File: src/rtl/dpx_pkg.sv
// Package: shared address geometry and encodings for the DMA page translator.
// Assumes 32-bit bus addresses; the per-instance widths are top-level parameters.
package dpx_pkg;

    // Selects carried on cfg_sel.
    typedef enum logic [1:0] {
        CFG_BASE  = 2'd0,
        CFG_LIMIT = 2'd1,
        CFG_INVAL = 2'd2,
        CFG_NONE  = 2'd3
    } cfg_sel_e;

    // Control states of the miss path.
    typedef enum logic [1:0] {
        ST_IDLE  = 2'd0,
        ST_ISSUE = 2'd1,
        ST_WAIT  = 2'd2
    } xl_state_e;

endpackage

File: src/rtl/dpx_range_check.sv
// Module: dpx_range_check
// Purely combinational. From the page-number part of a logical address it
// derives the table index, the byte address of the entry and two fault
// conditions: the address lies outside the logical window, or the entry
// lies past the programmed table size. Assumes power-of-two entry size.
module dpx_range_check #(
    parameter int ADDR_W      = 32,
    parameter int PAGE_BITS   = 12,
    parameter int LOG_BITS    = 24,
    parameter int ENTRY_SHIFT = 3,
    localparam int IDX_W      = LOG_BITS - PAGE_BITS
) (
    input  logic [ADDR_W-PAGE_BITS-1:0] page_num,
    input  logic [ADDR_W-1:0]           tbl_base,
    input  logic [ADDR_W-1:0]           tbl_limit,
    output logic [IDX_W-1:0]            idx,
    output logic [ADDR_W-1:0]           entry_addr,
    output logic                        out_of_space,
    output logic                        over_limit
);

    logic [ADDR_W-1:0] entry_off;

    // Split the page number into window check and table index.
    always_comb begin
        out_of_space = |page_num[ADDR_W-PAGE_BITS-1:IDX_W];
        idx          = page_num[IDX_W-1:0];
        entry_off    = ADDR_W'({idx, {ENTRY_SHIFT{1'b0}}});
        over_limit   = (entry_off >= tbl_limit);
        entry_addr   = tbl_base + entry_off;
    end

endmodule

File: src/rtl/dpx_xlate_cache.sv
// Module: dpx_xlate_cache
// Small fully associative store of recent translations. Lookup is
// combinational; fills go to the slot named by a rotating pointer, which
// advances once per fill and is untouched by flush. Assumes the caller
// never fills an index that is already present.
module dpx_xlate_cache #(
    parameter int WAYS    = 4,
    parameter int IDX_W   = 12,
    parameter int FRAME_W = 17,
    localparam int PTR_W  = (WAYS > 1) ? $clog2(WAYS) : 1
) (
    input  logic               clk,
    input  logic               rst_n,
    input  logic [IDX_W-1:0]   lk_idx,
    output logic               lk_hit,
    output logic [FRAME_W-1:0] lk_frame,
    input  logic               fill_en,
    input  logic [IDX_W-1:0]   fill_idx,
    input  logic [FRAME_W-1:0] fill_frame,
    input  logic               flush
);

    logic [WAYS-1:0]    vld;
    logic [WAYS-1:0]    match;
    logic [IDX_W-1:0]   tag_q [WAYS];
    logic [FRAME_W-1:0] frm_q [WAYS];
    logic [PTR_W-1:0]   ptr_q;

    // Per-slot tag compare.
    for (genvar w = 0; w < WAYS; w++) begin : g_way
        assign match[w] = vld[w] && (tag_q[w] == lk_idx);
    end

    // Merge the matching slot's frame (at most one slot matches).
    always_comb begin
        lk_frame = '0;
        for (int w = 0; w < WAYS; w++) begin
            if (match[w]) lk_frame = lk_frame | frm_q[w];
        end
        lk_hit = |match;
    end

    // Valid bits and rotation pointer.
    always_ff @(posedge clk) begin
        if (!rst_n) begin
            vld   <= '0;
            ptr_q <= '0;
        end else if (flush) begin
            vld <= '0;
        end else if (fill_en) begin
            vld[ptr_q] <= 1'b1;
            ptr_q      <= (ptr_q == PTR_W'(WAYS - 1)) ? '0 : ptr_q + 1'b1;
        end
    end

    // Tag and frame storage, written only on fill.
    always_ff @(posedge clk) begin
        if (fill_en && !flush) begin
            tag_q[ptr_q] <= fill_idx;
            frm_q[ptr_q] <= fill_frame;
        end
    end

endmodule

File: src/rtl/dma_page_xlate.sv
// Module: dma_page_xlate
// Translates logical DMA addresses to physical ones via a page table in
// memory. Holds table start/size registers and an invalidate strobe,
// answers held pages in one cycle, and fetches the frame word of a new page
// through a single-beat read port. Assumes the memory returns exactly one
// mem_rvalid pulse per mem_req and never without one.
module dma_page_xlate #(
    parameter int WAYS        = 4,
    parameter int ADDR_W      = 32,
    parameter int PAGE_BITS   = 12,
    parameter int LOG_BITS    = 24,
    parameter int PHYS_BITS   = 29,
    parameter int ENTRY_SHIFT = 3
) (
    input  logic              clk,
    input  logic              rst_n,
    input  logic              cfg_we,
    input  logic [1:0]        cfg_sel,
    input  logic [ADDR_W-1:0] cfg_wdata,
    input  logic              req_valid,
    output logic              req_ready,
    input  logic [ADDR_W-1:0] req_laddr,
    output logic              resp_valid,
    output logic              resp_fault,
    output logic [ADDR_W-1:0] resp_paddr,
    output logic [ADDR_W-1:0] fault_laddr,
    output logic              mem_req,
    output logic [ADDR_W-1:0] mem_addr,
    input  logic              mem_rvalid,
    input  logic [ADDR_W-1:0] mem_rdata
);
    import dpx_pkg::*;

    localparam int IDX_W   = LOG_BITS - PAGE_BITS;
    localparam int FRAME_W = PHYS_BITS - PAGE_BITS;
    localparam int HI_W    = ADDR_W - PHYS_BITS;

    cfg_sel_e           sel;
    xl_state_e          state_q;
    logic [ADDR_W-1:0]  base_q, limit_q;
    logic               inval_now, accept, hit_now, frame_ok, stale_q, fill_en;
    logic [IDX_W-1:0]   rc_idx;
    logic [ADDR_W-1:0]  rc_eaddr;
    logic               rc_oos, rc_over;
    logic               lk_hit;
    logic [FRAME_W-1:0] lk_frame;
    logic [LOG_BITS-1:0] pend_laddr;
    logic [ADDR_W-1:0]  pend_eaddr;
    logic               resp_valid_q, resp_fault_q;
    logic [ADDR_W-1:0]  resp_paddr_q, fault_q;
    logic               frame_lsb_unused;

    assign sel              = cfg_sel_e'(cfg_sel);
    assign inval_now        = cfg_we && (sel == CFG_INVAL);
    assign req_ready        = (state_q == ST_IDLE);
    assign accept           = req_valid && req_ready;
    assign hit_now          = lk_hit && !inval_now;
    assign frame_ok         = ~|mem_rdata[ADDR_W-1:PHYS_BITS];
    assign frame_lsb_unused = ^mem_rdata[PAGE_BITS-1:0];
    assign mem_req          = (state_q == ST_ISSUE);
    assign mem_addr         = pend_eaddr;
    assign fill_en          = (state_q == ST_WAIT) && mem_rvalid && frame_ok
                              && !stale_q && !inval_now;

    assign resp_valid  = resp_valid_q;
    assign resp_fault  = resp_fault_q;
    assign resp_paddr  = resp_paddr_q;
    assign fault_laddr = fault_q;

    dpx_range_check #(
        .ADDR_W     (ADDR_W),
        .PAGE_BITS  (PAGE_BITS),
        .LOG_BITS   (LOG_BITS),
        .ENTRY_SHIFT(ENTRY_SHIFT)
    ) u_range (
        .page_num    (req_laddr[ADDR_W-1:PAGE_BITS]),
        .tbl_base    (base_q),
        .tbl_limit   (limit_q),
        .idx         (rc_idx),
        .entry_addr  (rc_eaddr),
        .out_of_space(rc_oos),
        .over_limit  (rc_over)
    );

    dpx_xlate_cache #(
        .WAYS   (WAYS),
        .IDX_W  (IDX_W),
        .FRAME_W(FRAME_W)
    ) u_cache (
        .clk       (clk),
        .rst_n     (rst_n),
        .lk_idx    (rc_idx),
        .lk_hit    (lk_hit),
        .lk_frame  (lk_frame),
        .fill_en   (fill_en),
        .fill_idx  (pend_laddr[LOG_BITS-1:PAGE_BITS]),
        .fill_frame(mem_rdata[PHYS_BITS-1:PAGE_BITS]),
        .flush     (inval_now)
    );

    // Table start and size registers.
    always_ff @(posedge clk) begin
        if (!rst_n) begin
            base_q  <= '0;
            limit_q <= '0;
        end else if (cfg_we) begin
            case (sel)
                CFG_BASE:  base_q  <= cfg_wdata;
                CFG_LIMIT: limit_q <= cfg_wdata;
                default:   ;
            endcase
        end
    end

    // Request sequencing, miss fetch and response generation.
    always_ff @(posedge clk) begin
        if (!rst_n) begin
            state_q      <= ST_IDLE;
            resp_valid_q <= 1'b0;
            resp_fault_q <= 1'b0;
            resp_paddr_q <= '0;
            fault_q      <= '0;
            pend_laddr   <= '0;
            pend_eaddr   <= '0;
            stale_q      <= 1'b0;
        end else begin
            resp_valid_q <= 1'b0;
            case (state_q)
                ST_IDLE: begin
                    if (accept) begin
                        if (rc_oos || rc_over) begin
                            resp_valid_q <= 1'b1;
                            resp_fault_q <= 1'b1;
                            resp_paddr_q <= '0;
                            fault_q      <= req_laddr;
                        end else if (hit_now) begin
                            resp_valid_q <= 1'b1;
                            resp_fault_q <= 1'b0;
                            resp_paddr_q <= {{HI_W{1'b0}}, lk_frame,
                                             req_laddr[PAGE_BITS-1:0]};
                        end else begin
                            pend_laddr <= req_laddr[LOG_BITS-1:0];
                            pend_eaddr <= rc_eaddr;
                            stale_q    <= 1'b0;
                            state_q    <= ST_ISSUE;
                        end
                    end
                end
                ST_ISSUE: begin
                    if (inval_now) stale_q <= 1'b1;
                    state_q <= ST_WAIT;
                end
                ST_WAIT: begin
                    if (inval_now) stale_q <= 1'b1;
                    if (mem_rvalid) begin
                        state_q      <= ST_IDLE;
                        resp_valid_q <= 1'b1;
                        if (frame_ok) begin
                            resp_fault_q <= 1'b0;
                            resp_paddr_q <= {{HI_W{1'b0}},
                                             mem_rdata[PHYS_BITS-1:PAGE_BITS],
                                             pend_laddr[PAGE_BITS-1:0]};
                        end else begin
                            resp_fault_q <= 1'b1;
                            resp_paddr_q <= '0;
                            fault_q      <= ADDR_W'(pend_laddr);
                        end
                    end
                end
                default: state_q <= ST_IDLE;
            endcase
        end
    end

endmodule

File: config.mk
export PLATFORM = sky130hd
export DESIGN_NAME = dma_page_xlate
export DESIGN_NICKNAME = d
export VERILOG_FILES = /design/src/rtl/dpx_pkg.sv /design/src/rtl/dpx_range_check.sv /design/src/rtl/dpx_xlate_cache.sv /design/src/rtl/dma_page_xlate.sv
export SDC_FILE = /design/constraint.sdc
export NUM_CORES = 1
export LEC_CHECK = 0
export ABC_CLOCK_PERIOD_IN_PS = 3100
export BUFFER_PORTS_ARGS = -buffer_cell sky130_fd_sc_hd__buf_2
export CAP_MARGIN = 25
export CORE_UTILIZATION = 50
export CTS_BUF_LIST = sky130_fd_sc_hd__clkbuf_16
export CTS_CLUSTER_SIZE = 14
export DETAILED_ROUTE_END_ITERATION = 7
export PLACE_DENSITY = 0.79
export RECOVER_POWER = 25
export SLEW_MARGIN = 20
export SYNTH_ARGS = -nofsm -noshare
export SYNTH_HDL_FRONTEND = slang
export SYNTH_SLANG_ARGS = --single-unit
File: constraint.sdc
create_clock -name clk -period 3.1 [get_ports clk]
set_input_delay 0.465 -clock clk [delete_from_list [all_inputs] [get_ports clk]]
set_output_delay 0.465 -clock clk [all_outputs]
set_load 0.01 [all_outputs]
* Word-level counts from Yosys, hierarchy flattened *
Memory sizes are Yosys's and may differ from the RTL's.
Index checks and enable logic that the tools add are counted.

word-level totals
  latch bits = 0
  word-level logic and storage cells = 119
  input bits = 103
  memory bits (read-only) = 0
  output and inout port bits = 100
  register bits after elaboration = 195
  bits in writable memories = 116
  memories kept = 2

cells by class
  muxes and demuxes = 41
  $add $sub $neg = 2
  bitwise gates (word level) = 8
  order comparisons = 3
  shift-type cells = 0
  multiply operators = 0
  equal/unequal tests = 17
  div/mod/pow operators = 0
  reductions and logical operators = 34

memories
  name           words  bits a word  read ports  clocked after memory_dff  write ports  line                   text
  u_cache.frm_q  4      17           4           0                         1            dpx_xlate_cache.sv:26  logic [FRAME_W-1:0] frm_q [WAYS];
  u_cache.tag_q  4      12           4           0                         1            dpx_xlate_cache.sv:25  logic [IDX_W-1:0] tag_q [WAYS];

operators with widths
  kind                count
  $mux 32             8
  $pmux 32 s2         2
  $mux 17             4
  $or 17x17->17       3
  $eq 12x12->1        4
  $add 32x15->32      1
  $ge 15x32->1        1
  $mux 29             1
  $mux 1              16
  $logic_and 1x1->1   13
  $reduce_and 4->1    3
  $mux 2              5
  $reduce_and 5->1    2
  $ne 2x2->1 const B  4
  $reduce_or 8->1     1
  $eq 2x2->1 const B  3
  $ne 2x1->1 const B  3
  $pmux 1 s2          3
  $pmux 2 s3          1
  $reduce_and 2->1    3
  $eq 2x1->1 const B  2
  $logic_not 2->1     2
  $not 1->1           4
  $or 4x4->4          1
  other kinds (11)    15

* Logic depth before layout (Yosys ltp) *
Gate-level depths: netlist of the first run.
An unclocked memory read counts as a cell.

  word-level depth = 14
  depth in mapped cells = 12
  mapped depth without buffers = 10

* Cells and area by module *
A second synthesis of the first run with hierarchy kept.

second synthesis, totals
  cells, all modules = 1357
  area, all modules = 14003.4 µm²

modules (own cells, without submodules)
  module           area an instance (µm²)  cells an instance  seq. area each (µm²)  instances
  dma_page_xlate   7597.3                  858                3723.6                1
  dpx_xlate_cache  5076.1                  324                3603.5                1
  dpx_range_check  1330.0                  175                0.0                   1

* Least setup slack after synthesis of the first run *
OpenSTA, ideal clock, no wires.

  path type = in2reg
  start = input req_laddr[13]
  end = register pend_eaddr[25] (netlist: mem_addr[25])
  path buffers = 1
  required time = 3.014 ns
  stages on the path = 10
  slack = 0.396 ns
  setup time = 0.086 ns
  arrival time = 2.618 ns
  path through = buf_2 > inv_1 > fa_1 > nor2b_1 > o31ai_1 > a2111oi_0 > o31ai_1 > nor3_1 > xnor2_1 > a211oi_1

on the way
  longest elaborated chain between the ends = 6
  elaborated cells between the ends (all ways) = 16
  classes of those cells = add/sub: 1; order compare: 1; eq/ne: 4; bitwise: 2; reduce/logical: 8

ends and longest elaborated chain
  item                                                  line                   text
  start, declared                                       dma_page_xlate.sv:22   input logic [ADDR_W-1:0] req_laddr,
  branches (longest 6 deep; another with $ge 15x32->1)  n/a
  end signal, assigned                                  dma_page_xlate.sv:143  pend_eaddr <= rc_eaddr;
  end, declared                                         dma_page_xlate.sv:48   logic [ADDR_W-1:0] pend_eaddr;

Several ways; the timed one is not identified.
A chain may end at the register's enable or synchronous reset.

* Worst setup path in the final report of the first run *
  start = register base_q[3]
  end = register pend_eaddr[27] (netlist: mem_addr[27])

on the way
  longest elaborated chain between the ends = 1

ends and longest elaborated chain
  item                    line                   text
  start, declared         dma_page_xlate.sv:40   logic [ADDR_W-1:0] base_q, limit_q;
  start signal, assigned  dma_page_xlate.sv:108  CFG_BASE: base_q <= cfg_wdata;
  $add 32x15->32          dpx_range_check.sv:30  entry_addr = tbl_base + entry_off;

No other way between the ends.

==> results.md, run 1 <==
* Outcome: complete, no violations
* CTS hold repair buffers at 0
* Worst-margin pin slew at 1190 ps
* CTS tree: built
* Clock Skews at 9.20 ps
* Fin nets at 1629
* CP delay by family, top: compound AO/OA/AOI/OAI gates
* H-tree levels at 1
* Worst r2r src: base_q[3]
* Main area contributors after synthesis: dfxtp_1 (28%), edfxtp_1 (25%), nand2_1 (5.6%)
* Rows at 60
* Min Tclk post-route at 2780 ps
* RD Place Congestion at 0.881
* Worst Setup Path Type: reg2reg
* Clock-pin slew on the worst setup and hold paths at 60 ps
* Arrival @ worst endpoint at 3230 ps
* Post-CTS Setup Repair Bufs at 0
* Synth warn at 0
* Min-Delay Path Class: in2reg
* FMAX at 360 MHz
* Worst Setup EP: mem_addr[27]
* P&R area growth vs syn at 18.3%
* Sink Count at 308
* R2R depth at 13
* Die X at 167 um
* Final Non-Filler Cells at 1861
* Final period util at 89.5%
* RSZ-0062 raised after global routing: no
* Num CTS Buffers at 31
* Post-Route WL at 36200 um
* Die ar. at 0.0280 mm^2
* Total GRT Usage at 25.2%
* Post-synth cell types at 64
* Final TNS setup at 0 ps
* Post-synth EDFFs at 116
* Startpoint type of the worst setup path: flip-flop
* Critical path, cell by cell: ha_1, inv_1, fa_1, nor2b_1, o31ai_1, buf_4, a2111oi_1, buf_4, o31ai_2, buf_4, nor2_1, xnor2_1, a211oi_1
* Yosys reg bits at 308
* Post-synthesis sequential area ratio at 53.6%
* Worst rel slew slack at 20.7%
* Initial antenna violation count at 1
* CORE AREA at 0.0269 mm^2
* Pin count of the biggest net entering global routing at 82
* Setup crit start: base_q[3]
* Die Y at 167 um
* Fin. max-slew vios at 0
* DRC viols at 0
* PortBufs at 187
* Routed vias/inst at 5.98
* DRT antenna net count at 0
* DR WL/cell at 19.4 um
* DRT iter0 DRCs at 966
* Setup violators final at 0
* CP Capture Type: flip-flop
* Leak Pwr at 0.00612 uW
* Main synth FF type: dfxtp_1
* CP Depth at 13
* Layout cells sized above 1 at 21.2%
* Power density over cell area at 551 mW/mm^2
* Final Hold Vio Count at 0
* GRT overflow at 0
* Reg2Reg Setup Slack at 320 ps
* Most used cell, CP: buf_4
* Vias after detailed routing at 11100
* Peak supply drop at 0.433 mV
* Synth Instances at 1327
* Detailed Place HPWL at 24200 um
* RR Endpoint: mem_addr[27]
* Cell count after placement at 1802
* Post-synth top area cell: dfxtp_1
* First-pass GRT wire length at 56800 um
* Worst-Skew Late Latency at 560 ps
* Critical path fanouts, max at 5
* Max stage delay cell, worst path: fa_1
* Clock buffer depth at 3
* Clk root buf: clkbuf_16
* Asr flop ratio synth at 0%
* Post-synth top area share at 28.1%
* First-pass DRT Iterations at 6
* Crit path required time at 3550 ps
* Vias in the first global route at 10700
* Delay of the slowest critical-path stage at 420 ps
* Initial Utilization at 50.9%
* Synthesized area per cell at 10.3 um^2
* Post-Syn Area at 0.0137 mm^2
* Max-capacitance violation count at 0
* Sum of buffers and inverters on the critical path at 4
* Ports at 203
[flip-flops by register name (all words and copies together) (netlist names)]
name           count
u_cache.tag_q     48
fault_laddr       32
base_q            32
resp_valid         1
u_cache.frm_q     68
resp_fault         1
mem_addr          32
u_cache.ptr_q      2
u_cache.vld        4
state_q            2
limit_q           32
resp_paddr        29
pend_laddr        24
stale_q            1
[per-stage QoR]
| step | setup WS [ps] | hold slack, ps | instance area, um^2 | total power (uW) | utilization (%) |
|---|---|---|---|---|---|
| floorplan | 396 | 436 | 13700 | 4760 | - |
| global placement | -40.0 | 442 | 15100 | 5020 | 56.3 |
| detailed placement | -105 | 448 | 15100 | 5030 | 56.3 |
| CTS | 189 | 117 | 16200 | 8950 | 60.3 |
| global route | 37.4 | 136 | 16200 | 9150 | 60.2 |
| finish | 324 | 133 | 16200 | 8920 | 60.2 |
[where the power goes]
group,total [uW],switching (uW),internal [uW]
combinational,649,394,255
sequential,4300,47.9,4260
clock,3970,1600,2370
[kinds of logic (layout without fill, tap and decap cells)]
| logic type | after synthesis | count (layout) | share of synthesized area [%] |
|---|---|---|---|
| and+or+nand+nor | 375 | 375 | 13.1 |
| other | 1 | 4 | 0.0274 |
| buffers and inverters | 141 | 331 | 4.20 |
| DFF | 308 | 308 | 53.6 |
| adders and majority gates | 32 | 32 | 2.98 |
| xor gates and xnor gates | 72 | 72 | 4.61 |
| muxes | 51 | 51 | 3.94 |
| AOI/OAI and AO/OA | 347 | 347 | 17.6 |
[worst register-to-register path: stages (launching register included)]
cell and delay, ps:
dfxtp_1 330, ha_1 180, inv_1 60, fa_1 420, nor2b_1 190, o31ai_1 90, buf_4 140, a2111oi_1 330
buf_4 190, o31ai_2 120, buf_4 180, nor2_1 120, xnor2_1 70, a211oi_1 230
[layout by cell type (no fill, tap or decap), drive strengths merged, types with 3 or more instances in the layout]
master    count
nand4        24
nor4         10
o211ai       35
o21ai        46
a21oi       129
nand3b        3
clkbuf       50
nor3          7
buf         231
xor2          7
dfxtp       192
nand2       203
and3         35
inv          27
ha           31
nand3        48
mux2         23
conb          3
and2          9
o221a        29
bufinv        6
a211oi       14
mux2i        28
edfxtp      116
clkinvlp      7
o31ai         4
a21o          7
o2111ai      18
xnor2        65
o21a          3
nor2         24
a22o         34
o311a         3
a32o          8
clkinv       10
[area by class of cell]
| type | count | area (um^2) |
|---|---|---|
| well taps | 341 | 427 |
| clock buffers | 32 | 801 |
| multi-input cells | 880 | 5820 |
| inverters | 24 | 91.3 |
| fillers | 2181 | 10700 |
| flip-flops and latches | 308 | 7330 |
| clock inverters | 26 | 284 |
| repair buffers | 249 | 1440 |
| diodes | 1 | 2.50 |
[Yosys cell counts (8+ instances only)]
cell type,instances
o211ai_1,35
nand3_1,47
and3_1,35
ha_1,31
a32o_1,8
inv_1,23
nand2_1,203
a21oi_1,129
o21ai_0,25
o221a_1,29
o2111ai_1,18
edfxtp_1,116
nor2_1,24
o21ai_1,21
mux2_2,23
buf_2,27
dfxtp_1,192
clkbuf_1,86
a211oi_1,14
a22o_1,34
xnor2_1,65
nand4_1,24
mux2i_1,28
and2_1,9
[worst min-delay path by stage]
stage / from / endpoint / slack, ps / cells after the start
after floorplan: limit_q[22] / limit_q[22] / 440 / 2
after global placement: limit_q[23] / limit_q[23] / 440 / 2
after detailed placement: base_q[2] / base_q[2] / 450 / 2
after CTS: req_laddr[28] / fault_laddr[28] / 120 / 2
after global routing: req_laddr[26] / fault_laddr[26] / 140 / 2
final: req_laddr[28] / fault_laddr[28] / 130 / 2
[per-layer routing]
metal,global-route usage (%),share of wire [%],up-vias
met4,9.01,3.2,0
met5,0,0,-
met1,32.5,41,5353
li1,-,-,5180
met3,4.56,8.1,91
met2,42.4,48,507
[what timing repair did]
item	in CTS	in global routing
endpoints found under the setup margin	0	7
resized for setup	0	2
endpoints found under the hold margin	0	0
(Power assumes the default switching activity.)
==> run 2, diff against run 1 <==
- ABC_CLOCK_PERIOD_IN_PS: 3100 -> 3470
- CELL_PAD_IN_SITES_DETAIL_PLACEMENT: default -> 1
- CELL_PAD_IN_SITES_GLOBAL_PLACEMENT: default -> 1
- CORE_UTILIZATION: 50 -> 48
- PLACE_DENSITY: 0.79 -> 0.93
- clock period: 3.1 -> 3.47 ns (I/O delays scaled with it)
==> results.md, run 2 (synthesis gave the netlist of run 1 again) <==
* Fin nets at 1614
* Arrival @ worst endpoint at 3480 ps
* CTS tree: built
* Leak Pwr at 0.00601 uW
* Worst Setup Path Type: reg2reg
* Vias after detailed routing at 11500
* # resized after CTS at 0
* Final period util at 88.7%
* Most frequent cells in the layout: nand2_1 (203), dfxtp_1 (192), buf_2 (156)
* Flop pwr share at 48.1%
* Clk root buf: clkbuf_16
* Clock Skews at 7.90 ps
* First-pass GRT wire length at 68600 um
* RD Place Congestion at 0.854
* Switching share of power at 23.7%
* Max-capacitance violation count at 0
* Worst-margin pin slew at 1080 ps
* Post-Route WL at 44300 um
* Internal Power at 6100 uW
* Setup violators final at 0
* DRC viols at 0
* Largest regs: u_cache.frm_q (68), u_cache.tag_q (48)
* H-tree levels at 2
* Fin. max-slew vios at 0
* Initial Utilization at 49.0%
* Overall Power at 8000 uW
* Num CTS Buffers at 34
* NetSw at 1900 uW
* Power density over cell area at 498 mW/mm^2
* P&R area growth vs syn at 17.4%
* Clock-pin slew on the worst setup and hold paths at 60 ps
* PortBufs at 187
* Clock Power Share at 44.5%
* Final Hold Vio Count at 0
* Outcome: complete, no violations
* Layout cells sized above 1 at 19.1%
* DRT iter0 DRCs at 1103
* Worst-Skew Late Latency at 510 ps
* DRT antenna net count at 0
* Routed vias/inst at 6.12
* FMAX at 325 MHz
* Clock buffer depth at 3
* First-pass DRT Iterations at 5
* Min-Delay Path Class: in2reg
* CORE AREA at 0.0279 mm^2
* Total GRT Usage at 30.6%
* Max reg flops at 68
* Final TNS setup at 0 ps
* GRT overflow at 0
* Final instance area at 0.0161 mm^2
* Startpoint type of the worst setup path: flip-flop
* Pin count of the biggest net entering global routing at 102
* Worst rel slew slack at 28.0%
* Ports at 203
* Crit path required time at 3870 ps
* Rows at 61
* Peak supply drop at 0.575 mV
* Commonest non-fill, non-tap cell in the layout: nand2_1
* DR WL/cell at 23.5 um
* Die Y at 171 um
* Filler cells at 3122
* Die ar. at 0.0292 mm^2
* Sink Count at 308
* CP Capture Type: flip-flop
* CTS hold repair buffers at 0
* Initial antenna violation count at 1
* Post-CTS Setup Repair Bufs at 0
* Combinational share of power at 7.4%
* Post-DP Area at 0.0150 mm^2
* RSZ-0062 raised after global routing: no
* Die X at 171 um
* Most flops, register: u_cache.frm_q
* Critical path fanouts, max at 32
* Min Tclk post-route at 3080 ps
* Detailed Place HPWL at 29000 um
* Vias in the first global route at 12200
[run 2: cell types whose count changed in the layout (fill, tap and decap cells not counted), moves of 2 or more]
cell | before | now
buf_2 | 169 | 156
clkinv_2 | 3 | 6
clkinvlp_2 | 4 | 0
inv_1 | 25 | 28
clkbuf_16 | 32 | 39
clkinv_1 | 7 | 10
bufinv_16 | 6 | 1
buf_12 | 5 | 1
clkbuf_1 | 18 | 31
inv_6 | 2 | 0
buf_4 | 57 | 42
[run 2: layout make-up]
class / instances / area [um^2] / area share [%]
antenna: 2 / 5.00 / 0.0312
clock buffer: 39 / 976 / 6.08
clock inverter: 23 / 126 / 0.787
inverter: 24 / 91.3 / 0.569
multi-input combinational: 880 / 5810 / 36.2
sequential: 308 / 7330 / 45.6
tap: 378 / 473 / 2.95
timing repair buffer: 231 / 1250 / 7.77
[run 2: critical path, cell delays in order, from the launching register on]
cell	delay (ps)
dfxtp_1	350
inv_1	70
ha_1	300
a21o_1	160
a21oi_1	180
o311a_1	320
buf_4	420
a21oi_1	160
o211ai_1	250
buf_4	380
mux2i_1	360
[run 2: per-stage QoR]
step / setup WS (ps) / instances / util [%] / hold WS, ps
floorplan: 711 / 1329 / - / 436
global placement: 81.2 / 1819 / 53.6 / 442
detailed placement: -6.13 / 1820 / 53.6 / 451
CTS: 304 / 1882 / 57.6 / 227
global route: 305 / 1883 / 57.5 / 233
finish: 392 / 1885 / 57.5 / 235
[run 2: worst paths after layout]
kind	startpoint	end	slack [ps]	depth (start not counted)
min reg2reg	limit_q[18]	limit_q[18]	460	2
max reg2reg	limit_q[13]	fault_laddr[15]	390	10
max	limit_q[13]	fault_laddr[15]	390	10
min	req_laddr[28]	fault_laddr[28]	240	2
[run 2: per-layer routing]
metal	share of wire (%)	track usage, %	routed length [um]
met5	0	0	0
met4	4.0	13.7	1790
met3	6.6	6.06	2930
met2	51	54.0	22600
met1	38	35.8	17000
[run 2: power by group through the flow]
stage	combinational (uW)	sequential, uW	clock [uW]
final	589	3850	3560
after global routing	633	3860	3740
after CTS	590	3850	3600
after detailed placement	575	3930	0
after global placement	545	3920	0
after floorplan	318	3940	0
